$ cat config.mk
export PLATFORM = sky130hd
export DESIGN_NAME = hub_pair_arbiter
export DESIGN_NICKNAME = d
export VERILOG_FILES = /design/src/rtl/hub_arb_pkg.sv /design/src/rtl/hub_slot_seq.sv /design/src/rtl/hub_pair_pick.sv /design/src/rtl/hub_pair_arbiter.sv
export SDC_FILE = /design/constraint.sdc
export NUM_CORES = 1
export LEC_CHECK = 0
export BUFFER_PORTS_ARGS = -buffer_cell sky130_fd_sc_hd__buf_2
export CORE_MARGIN = 2
export CORE_UTILIZATION = 30
export DETAILED_ROUTE_END_ITERATION = 6
export REMOVE_ABC_BUFFERS = 1
export SYNTH_ARGS = -nofsm -noshare
export SYNTH_HDL_FRONTEND = slang
export SYNTH_SLANG_ARGS = --single-unit
$ cat constraint.sdc
create_clock -name clk -period 4.7 [get_ports clk]
set_input_delay 0.705 -clock clk [delete_from_list [all_inputs] [get_ports clk]]
set_output_delay 0.705 -clock clk [all_outputs]
set_load 0.01 [all_outputs]
$ cat src/rtl/hub_arb_pkg.sv
package hub_arb_pkg;
    typedef enum logic [1:0] {
        SCAN_FULL   = 2'd0,
        SCAN_TOP    = 2'd1,
        SCAN_ACTIVE = 2'd2,
        SCAN_FULL_B = 2'd3
    } scan_mode_t;
endpackage

$ cat src/rtl/hub_slot_seq.sv
module hub_slot_seq
    import hub_arb_pkg::*;
#(
    parameter int NUM_CORES = 16,
    localparam int IDX_W = $clog2(NUM_CORES)
) (
    input  logic                 clk,
    input  logic                 rst,
    input  scan_mode_t           mode,
    input  logic [IDX_W-1:0]     top_in,
    input  logic [NUM_CORES-1:0] participate,
    output logic [IDX_W-1:0]     slot_q
);
    localparam logic [IDX_W-1:0] LAST_IDX = IDX_W'(NUM_CORES - 1);

    logic [IDX_W-1:0] top_q;
    logic [IDX_W-1:0] slot_nxt;
    logic [IDX_W-1:0] above_idx;
    logic [IDX_W-1:0] lowest_idx;
    logic             above_found;
    logic             any_found;
    logic             wrap;

    // search for the next participating core above the slot, and the lowest overall
    always_comb begin
        above_idx   = '0;
        lowest_idx  = '0;
        above_found = 1'b0;
        any_found   = 1'b0;
        for (int i = NUM_CORES - 1; i >= 0; i--) begin
            if (participate[i]) begin
                lowest_idx = IDX_W'(i);
                any_found  = 1'b1;
                if (IDX_W'(i) > slot_q) begin
                    above_idx   = IDX_W'(i);
                    above_found = 1'b1;
                end
            end
        end
    end

    always_comb begin
        unique case (mode)
            SCAN_TOP:
                slot_nxt = (slot_q >= top_q) ? '0 : slot_q + 1'b1;
            SCAN_ACTIVE:
                slot_nxt = above_found ? above_idx : (any_found ? lowest_idx : '0);
            SCAN_FULL, SCAN_FULL_B:
                slot_nxt = (slot_q == LAST_IDX) ? '0 : slot_q + 1'b1;
            default:
                slot_nxt = '0;
        endcase
    end

    assign wrap = (slot_nxt <= slot_q);

    always_ff @(posedge clk) begin
        if (rst) begin
            slot_q <= '0;
            top_q  <= LAST_IDX;
        end else begin
            slot_q <= slot_nxt;
            if (wrap) begin
                top_q <= top_in;
            end
        end
    end
endmodule

$ cat src/rtl/hub_pair_pick.sv
module hub_pair_pick #(
    parameter int NUM_CORES = 16,
    localparam int IDX_W = $clog2(NUM_CORES)
) (
    input  logic [IDX_W-1:0]     slot,
    input  logic [NUM_CORES-1:0] eligible,
    output logic                 pick_valid,
    output logic [IDX_W-1:0]     pick_idx
);
    localparam logic [IDX_W-1:0] PAIR_FLIP = {1'b1, {(IDX_W-1){1'b0}}};

    logic [IDX_W-1:0] partner;

    assign partner = slot ^ PAIR_FLIP;

    always_comb begin
        pick_valid = 1'b0;
        pick_idx   = '0;
        if (eligible[slot]) begin
            pick_valid = 1'b1;
            pick_idx   = slot;
        end else if (eligible[partner]) begin
            pick_valid = 1'b1;
            pick_idx   = partner;
        end
    end
endmodule

$ cat src/rtl/hub_pair_arbiter.sv
module hub_pair_arbiter
    import hub_arb_pkg::*;
#(
    parameter int NUM_CORES = 16,
    localparam int IDX_W = $clog2(NUM_CORES)
) (
    input  logic                 clk,
    input  logic                 rst,
    input  logic [1:0]           scan_mode_i,
    input  logic [IDX_W-1:0]     top_core_i,
    input  logic [NUM_CORES-1:0] run_i,
    input  logic [NUM_CORES-1:0] hub_en_i,
    input  logic [NUM_CORES-1:0] want_i,
    output logic [NUM_CORES-1:0] grant_o,
    output logic [IDX_W-1:0]     idx_o
);
    logic [IDX_W-1:0]     slot_q;
    logic [NUM_CORES-1:0] participate;
    logic [NUM_CORES-1:0] eligible;
    logic                 pick_valid;
    logic [IDX_W-1:0]     pick_idx;
    scan_mode_t           mode;

    assign mode        = scan_mode_t'(scan_mode_i);
    assign participate = run_i & hub_en_i;
    assign eligible    = participate & want_i;

    hub_slot_seq #(.NUM_CORES(NUM_CORES)) seq_i (
        .clk         (clk),
        .rst         (rst),
        .mode        (mode),
        .top_in      (top_core_i),
        .participate (participate),
        .slot_q      (slot_q)
    );

    hub_pair_pick #(.NUM_CORES(NUM_CORES)) pick_i (
        .slot       (slot_q),
        .eligible   (eligible),
        .pick_valid (pick_valid),
        .pick_idx   (pick_idx)
    );

    // output register
    always_ff @(posedge clk) begin
        if (rst) begin
            grant_o <= '0;
            idx_o   <= '0;
        end else begin
            grant_o <= pick_valid ? (NUM_CORES'(1) << pick_idx) : '0;
            idx_o   <= pick_valid ? pick_idx : '0;
        end
    end
endmodule

**After elaboration in Yosys (flattened, before gate mapping)**

Index checks and enable logic that the tools add are counted.

- Bits in registers: 28
- Input bits: 56
- Output and inout bits: 20
- Logic and storage cells: 146

- Add/sub/neg operators: 1
- $lt $le $gt $ge: 20
- Eq/ne operators: 4
- Shift operators: 1
- Mux-type cells: 109
- Bitwise operators: 4
- Reductions and logical operators: 3

Operators with widths:

| cell | number |
|---|---|
| 2-to-1 mux 4 bit | 54 |
| 2-to-1 mux 1 bit | 52 |
| AND 16 bit | 2 |
| greater-than comparator 4 bit, first input constant | 8 |
| greater-than comparator 3 x 4 -> 1 bit, first input constant | 4 |
| << shifter 1 x 4 -> 16 bit, first input constant | 1 |
| one-hot mux 4 bit (3 select lines) | 1 |
| < comparator 4 x 5 -> 1 bit, second input constant | 2 |
| binary-select mux 1 bit (select 4 bit) | 2 |
| greater-than comparator 1 x 4 -> 1 bit, first input constant | 2 |
| greater-than comparator 2 x 4 -> 1 bit, first input constant | 2 |
| adder 4 x 1 -> 4 bit, second input constant | 1 |
| equality test 2 bit, second input constant | 2 |
| equality test 4 bit, second input constant | 1 |
| greater-or-equal comparator 4 bit | 1 |
| <= comparator 4 bit | 1 |
| OR reduction 2 bit | 2 |
| equality test 2 x 1 -> 1 bit, second input constant | 1 |
| logical NOT 2 bit | 1 |
| NOT 1 bit | 2 |

**Longest topological paths before layout**

Gate-level depths: netlist of the first run.

- Depth after elaboration: 36
- Depth in mapped cells: 16

**Modules after synthesis**

Synthesis of the first run repeated with hierarchy kept, for this count alone.

- Cells, all modules: 253
- Area, all modules: 2,165.8 um^2

Modules (own cells, without submodules):

| module | instances | cells each | area an instance (um^2) | seq. area each (um^2) |
|---|---|---|---|---|
| hub_slot_seq | 1 | 162 | 1,214.9 | 160.2 |
| hub_pair_arbiter | 1 | 80 | 764.5 | 400.4 |
| hub_pair_pick | 1 | 11 | 186.4 | 0.0 |

**Worst setup path after synthesis of the first run**

No wires, ideal clock.

- Kind: reg-to-reg
- Start: register seq_i.slot_q[0]
- End: register seq_i.top_q[0]
- Setup time: 0.121 ns
- Arrival: 3.164 ns
- Required time: 4.579 ns
- Slack: 1.415 ns
- Stages on the path, launching flop included: 17
- Path buffers: 1
- Cells stage by stage: dfxtp_1 -> buf_4 -> inv_1 -> ha_1 -> o31ai_1 -> and3_1 -> nor3_1 -> nand4_1 -> a211o_1 -> nand3_1 -> ha_1 -> nor2b_1 -> o21a_1 -> o21a_1 -> o21ai_1 -> mux2i_1 -> nand2_1

- Word-level cells in the longest chain between the ends: 36
- Elaborated cells between the ends (all ways): 88

Ends and longest elaborated chain:

| item | RTL line | RTL |
|---|---|---|
| start: declaration | hub_slot_seq.sv:12 | `output logic [IDX_W-1:0] slot_q` |
| start signal: assignment | hub_slot_seq.sv:62 | `slot_q <= slot_nxt;` |
| greater-than comparator 4 bit | hub_slot_seq.sv:34 | `if (IDX_W'(i) > slot_q) begin` |
| 2-to-1 mux 4 bit / 2-to-1 mux 1 bit (equally long branches) | hub_slot_seq.sv:34 |  |
| 2-to-1 mux 4 bit / 2-to-1 mux 1 bit (equally long branches) | hub_slot_seq.sv:31 | `if (participate[i]) begin` |
| 2-to-1 mux 4 bit / 2-to-1 mux 1 bit (equally long branches) | hub_slot_seq.sv:34 |  |
| 2-to-1 mux 4 bit / 2-to-1 mux 1 bit (equally long branches) | hub_slot_seq.sv:31 |  |
| 2-to-1 mux 4 bit / 2-to-1 mux 1 bit (equally long branches) | hub_slot_seq.sv:34 |  |
| 2-to-1 mux 4 bit / 2-to-1 mux 1 bit (equally long branches) | hub_slot_seq.sv:31 |  |
| 2-to-1 mux 4 bit / 2-to-1 mux 1 bit (equally long branches) | hub_slot_seq.sv:34 |  |
| (+21 left out) | -- |  |
| 2-to-1 mux 4 bit / 2-to-1 mux 1 bit (equally long branches) | hub_slot_seq.sv:34 |  |
| 2-to-1 mux 4 bit / 2-to-1 mux 1 bit (equally long branches) | hub_slot_seq.sv:31 |  |
| 2-to-1 mux 4 bit / 2-to-1 mux 1 bit (equally long branches) | hub_slot_seq.sv:34 |  |
| 2-to-1 mux 4 bit / 2-to-1 mux 1 bit (equally long branches) | hub_slot_seq.sv:31 |  |
| 2-to-1 mux 4 bit | hub_slot_seq.sv:47 | `slot_nxt = above_found ? above_idx : (any_found ? lowest_idx : '0);` |
| one-hot mux 4 bit (3 select lines) (*) | hub_slot_seq.sv:43 | `unique case (mode)` |
| via seq_i.slot_nxt[1] | hub_slot_seq.sv:17 | `logic [IDX_W-1:0] slot_nxt;` |
| <= comparator 4 bit (*) | hub_slot_seq.sv:55 | `assign wrap = (slot_nxt <= slot_q);` |
| end signal: assignment | hub_slot_seq.sv:64 | `top_q <= top_in;` |
| end: declaration | hub_slot_seq.sv:16 | `logic [IDX_W-1:0] top_q;` |

Mark *: on every way through the listed nets, which the timed path passes. The rest lies on a longest branch.
A chain may end at the register's enable or synchronous reset.

**Worst setup path in the final report of the first run**

Same ends and word-level chain as after synthesis.

==> results of run 1 <==
-- cell usage in the layout, fill, tap and decap left out, drive strengths merged, types with 2 or more instances in the layout --
master,netlist,layout
buf,7,79
nor2,9,9
o211ai,7,7
inv,11,11
a32oi,3,3
nor4,3,3
and3,5,5
o21ai,6,6
nor3,24,24
a32o,2,2
nand3,5,5
dfxtp,28,28
a31oi,9,9
a211o,4,4
xnor2,2,2
o32ai,2,2
nand2b,8,8
ha,14,14
a22o,4,4
o22ai,3,3
clkbuf,0,4
nor2b,4,4
a311oi,2,2
or3,2,2
o21a,4,4
and2,5,5
a22oi,5,5
or4,2,2
o211a,2,2
nand2,26,26
or2,4,4
a21oi,5,5
nand3b,3,3
a21boi,2,2
nand4,12,12
-- cells by family after synthesis --
kind of cell | share of synthesized area
buffers and inverters | 0.04268
AO/OA/AOI/OAI | 0.2786
flip-flops | 0.2656
multiplexers | 0.01008
adder cells (fa/ha/maj) | 0.08299
AND/OR/NAND/NOR | 0.3118
XOR/XNOR | 0.008300
-- registers in the layout (all words and copies together) (netlist names) --
name	flops
grant_o	16
idx_o	4
seq_i.slot_q	4
seq_i.top_q	4
-- worst max-delay path: stages, from the launching register on --
cell	delay, ps
dfxtp_1	540
buf_4	280
ha_1	250
o31ai_1	80
and3_1	230
nor3_1	330
nand4_1	190
a211o_1	340
nand3_1	90
ha_1	230
nor2b_1	130
o21a_1	160
o21a_1	160
o21ai_1	410
mux2i_1	240
nand2_1	60
-- area by class of cell --
| cell class | instances | share of cell area |
|---|---|---|
| sequential | 28 | 0.2121 |
| tap | 96 | 0.04545 |
| timing repair buffer | 79 | 0.1534 |
| inverter | 11 | 0.01563 |
| multi-input combinational | 207 | 0.5526 |
| clock buffer | 4 | 0.02083 |
-- power by group through the flow --
stage	Combinational [mW]	Clock, mW	Sequential, mW
after floorplan	0.203	0	0.290
after CTS	0.313	0.148	0.280
after detailed placement	0.312	0	0.285
after global placement	0.308	0	0.285
after global routing	0.354	0.158	0.283
final	0.314	0.144	0.280
-- through the flow --
stage               utilization  hold slack [ps]  cells  power (mW)  setup slack (ps)
CTS                      0.3890            513.9    425      0.7409             903.1
detailed placement       0.3808            490.1    421      0.5973             929.9
global route             0.3890            538.1    425      0.7952             548.7
floorplan                     -            448.5    246      0.4932              1200
global placement         0.3808            500.2    421      0.5929             997.4
finish                   0.3890            513.6    425      0.7372             858.0
-- final timing paths --
check	endpoint	slack, ps	cells after the start
worst min-delay path	seq_i.top_q[3]	510	2
worst max-delay path	seq_i.top_q[0]	860	15
worst min register to register	seq_i.top_q[3]	510	2
worst max register to register	seq_i.top_q[0]	860	15
-- metal layers --
| layer | share of wire | vias up | global-route usage |
|---|---|---|---|
| li1 | - | 1145 | - |
| met2 | 0.48 | 82 | 0.2734 |
| met3 | 0.059 | 6 | 0.01885 |
| met4 | 0.013 | 0 | 0.05315 |
| met5 | 0 | - | 0 |
| met1 | 0.45 | 1035 | 0.2200 |
==> summary.md, run 1 <==
| Metric | Value |
|---|---|
| Max Freq | `0.2603 GHz` |
| Final min period | `3842 ps` |
| DIE HEIGHT | `87.88 um` |
| Hold wc startpoint | `seq_i.top_q[3]` |
| Critical R2R Launch | `seq_i.slot_q[0]` |
| Worst Setup SP | `seq_i.slot_q[0]` |
| Post-CTS Setup Inserts | `0` |
| Final setup fails | `0` |
| Max Cap Viol | `0` |
| Antenna cells | `0` |
| Final Routed Wirelength | `6.259 mm` |
| Clock power frac | `0.195` |
| DRC viols | `0` |
| Clock transition at path regs | `90 ps` |
| Data arrival time of the worst path | `4000 ps` |
| Switching share of power | `0.3675` |
| Synth area leader | `dfxtp_1` |
| Main synth FF type | `dfxtp_1` |
| WL/cell | `14.73 um` |
| EDFF count, synth | `0` |
| Initial antenna violation count | `0` |
| Power per Cell Area | `279.0 mW/mm2` |
| First drt pass iteration count | `4` |
| Via density | `5.336` |
| Starting density of the core | `0.3107` |
| Cells after Synth | `253` |
| Port bufs | `75` |
| Most frequent cell after synthesis | `dfxtp_1` |
| Area contributors post-synth | `dfxtp_1 (27%), ha_1 (8.3%), nor3_1 (5.2%)` |
| Synth Warn # | `0` |
| Syn Area/Cell | `8.343 um2` |
| Dpl cell area | `0.002587 mm2` |
| Fillers | `703` |
| Required time worst endpoint | `4860 ps` |
| CTS H-tree lvls | `1` |
| CTS tree | `built` |
| Total GRT Usage | `0.1638` |
| Clock Tree Buf Depth | `2` |
| Unrepaired setup endpoints after global routing | `false` |
| Clock net sink count | `28` |
| Final nets | `400` |
| HPWL Detailed | `5.162 mm` |
| Clock Latency Late Sink | `270 ps` |
| I/O pin count | `76` |
| Die width | `87.88 um` |
| Max_slew headroom | `0.5182` |
| Sequential cell fraction of total power | `0.380` |
| Fin crit share | `0.8175` |
| Root Driver | `clkbuf_8` |
| Status | `finished clean` |
| Setup Skew | `4.166 ps` |
| Register area | `560.5 um2` |
| Synth cell types | `65` |
| Total CTS buffers | `3` |
| Leak | `1.191 nW` |
| Global-route wire length before repair | `10.16 mm` |
| Cts repair resizes | `0` |
| CP max FO | `15` |
| Pint | `466.3 uW` |
| Logic gate share of total power | `0.425` |
| Most frequent cells after synthesis | `dfxtp_1 (28), nand2_1 (26), nor3_1 (22)` |
| Async set or reset register ratio after synthesis | `0` |
| Netlist Area Pre-Place | `0.002111 mm2` |
| Critical path type | `reg2reg` |
| Worst-margin pin slew | `721.7 ps` |
| Startpoint Class | `flop` |
| Fin. Hold Viols | `0` |
| Antenna viol nets, final | `0` |
| Total gr overflow | `0` |
| Share of the synthesized area in the top cell type | `0.2656` |
| FP Rows | `30` |
| CTS hold repair buffers | `0` |
| Seq/Total Area, Yosys | `0.2656` |
| Via count | `2268` |
| Vias in the first global route | `2157` |
| Net Switching | `270.9 uW` |
| Maximum vdd drop | `0.1220 mV` |
| Slew Limit Fails | `0` |
| Core area | `0.006794 mm2` |
| Design area | `0.002643 mm2` |
| Setup TNS | `0 ps` |
| Share of cells above drive strength 1 | `0.2979` |
| DIE AREA | `0.007723 mm2` |
| Multi-input gate area | `0.001460 mm2` |
| Largest net degree at the start of global routing | `21` |
| Worst Setup End Kind | `flop` |
| Area Growth Syn to Fin | `25.19%` |
| Hold/Removal Path Class | `reg2reg` |
| Initial DRC Count | `112` |
| Register bit total from synthesis | `28` |
| Routability cong. | `0.9118` |
(Power assumes the default switching activity.)
==> run 2: changes to the inputs <==
- clock period: 4.7 -> 3.75 ns (I/O delays scaled with it)
==> summary.md, run 2 (synthesis results as in run 1) <==
| Metric | Value |
|---|---|
| Status | `finished clean` |
| Final core occ | `0.4009` |
| Setup Skew | `4.099 ps` |
| Total GRT Usage | `0.1597` |
| Power per Cell Area | `368.9 mW/mm2` |
| Fillers | `684` |
| Required time worst endpoint | `3910 ps` |
| Core area | `0.006794 mm2` |
| Data arrival time of the worst path | `3580 ps` |
| Max Cap Viol | `0` |
| CTS H-tree lvls | `1` |
| Commonest non-fill, non-tap cell in the layout | `buf_2` |
| Hold/Removal Path Class | `reg2reg` |
| Fin. Hold Viols | `0` |
| Vias in the first global route | `2087` |
| Antenna cells | `0` |
| Leak | `1.237 nW` |
| Largest Register | `grant_o` |
| Initial antenna violation count | `0` |
| FP Rows | `30` |
| Share of cells above drive strength 1 | `0.3125` |
| DIE HEIGHT | `87.88 um` |
| Unrepaired setup endpoints after global routing | `false` |
| Clock net sink count | `28` |
| Max_slew headroom | `0.6815` |
| Global-route wire length before repair | `9.991 mm` |
| CP max FO | `7` |
| Most frequent cells in the layout | `buf_2 (75), dfxtp_1 (28), nand2_1 (26)` |
| I/O pin count | `76` |
| Final nets | `407` |
| Final Power | `1.005 mW` |
| Fin crit share | `0.9121` |
| Worst Setup End Kind | `flop` |
| Port bufs | `75` |
| Final Routed Wirelength | `6.291 mm` |
| Starting density of the core | `0.3107` |
| Maximum vdd drop | `0.1563 mV` |
| Clock Tree Buf Depth | `2` |
| Via density | `5.370` |
| Worst-margin pin slew | `477.8 ps` |
| Slew Limit Fails | `0` |
| Startpoint Class | `flop` |
| DIE AREA | `0.007723 mm2` |
| Cts repair resizes | `0` |
| Total gr overflow | `0` |
| Largest register FFs | `16` |
| Clock Latency Late Sink | `270 ps` |
| Setup slack, reg-to-reg | `330 ps` |
| First drt pass iteration count | `4` |
| Routability cong. | `0.8813` |
| DRC viols | `0` |
| Post-CTS Setup Inserts | `0` |
| CTS tree | `built` |
| Final setup fails | `0` |
| Max Freq | `0.2924 GHz` |
| Via count | `2320` |
| Root Driver | `clkbuf_8` |
| CTS hold repair buffers | `0` |
| HPWL Detailed | `5.262 mm` |
| Die width | `87.88 um` |
| Total CTS buffers | `3` |
| Largest net degree at the start of global routing | `17` |
| Antenna viol nets, final | `0` |
| Setup TNS | `0 ps` |
| WL/cell | `14.56 um` |
| Final min period | `3420 ps` |
| Initial DRC Count | `122` |
| Clock transition at path regs | `90 ps` |
| Critical path type | `reg2reg` |
| Area Growth Syn to Fin | `29.05%` |
-- run 2: cell types whose count changed in the layout (fill, tap and decap cells not counted) --
| cell | delta |
|---|---|
| buf_12 | +1 |
| bufinv_16 | +1 |
| clkbuf_8 | -1 |
| buf_4 | +6 |
-- run 2: final cells by class --
class | instances | area (um2) | area share
Sequential cell | 28 | 560.5 | 0.2058
Clock buffer | 3 | 41.29 | 0.01516
Multi-Input combinational cell | 207 | 1460 | 0.5361
Clock inverter | 1 | 30.03 | 0.01102
Timing Repair Buffer | 86 | 470.5 | 0.1727
Tap cell | 96 | 120.1 | 0.04410
Inverter | 11 | 41.29 | 0.01516
-- run 2: layer usage --
layer | part of all wire | GRT usage
met5 | 0 | 0
met4 | 0.0038 | 0.03217
met3 | 0.049 | 0.01225
met2 | 0.47 | 0.2727
met1 | 0.47 | 0.2211
-- run 2: path summary, 6_finish.rpt --
check / from / endpoint / depth (start not counted)
max: seq_i.slot_q[1] / seq_i.top_q[0] / 15
min: seq_i.top_q[0] / seq_i.top_q[0] / 2
max reg2reg: seq_i.slot_q[1] / seq_i.top_q[0] / 15
min reg2reg: seq_i.top_q[0] / seq_i.top_q[0] / 2
-- run 2: per-stage QoR --
step	area, um2	hold WS (ps)	std cells	setup slack [ps]
6_report	2724	500.1	432	329.8
5_1_grt	2724	518.2	432	40.53
4_1_cts	2724	501.7	432	343.3
3_5_place_dp	2653	479.6	428	352.4
3_3_place_gp	2653	487.6	428	397.4
2_1_floorplan	2062	448.5	246	249.7
-- run 2: where the power goes --
part	internal (mW)	leakage [nW]	total [mW]	switching (mW)
combinational	0.186	0.974	0.429	0.243
sequential	0.326	0.228	0.344	0.0181
clock	0.143	0.0357	0.232	0.0889
total	0.655	1.24	1.00	0.350
-- run 2: worst max-delay path, cell delays in order, from the launching register on --
cell,delay [ps]
dfxtp_1,490
ha_1,290
o21ai_0,160
and2_1,220
nor3_1,320
nand4_1,180
a211o_1,330
nand3_1,100
ha_1,230
nor2b_1,130
o21a_1,160
o21a_1,170
o21ai_1,120
buf_4,160
mux2i_1,180
nand2_1,60
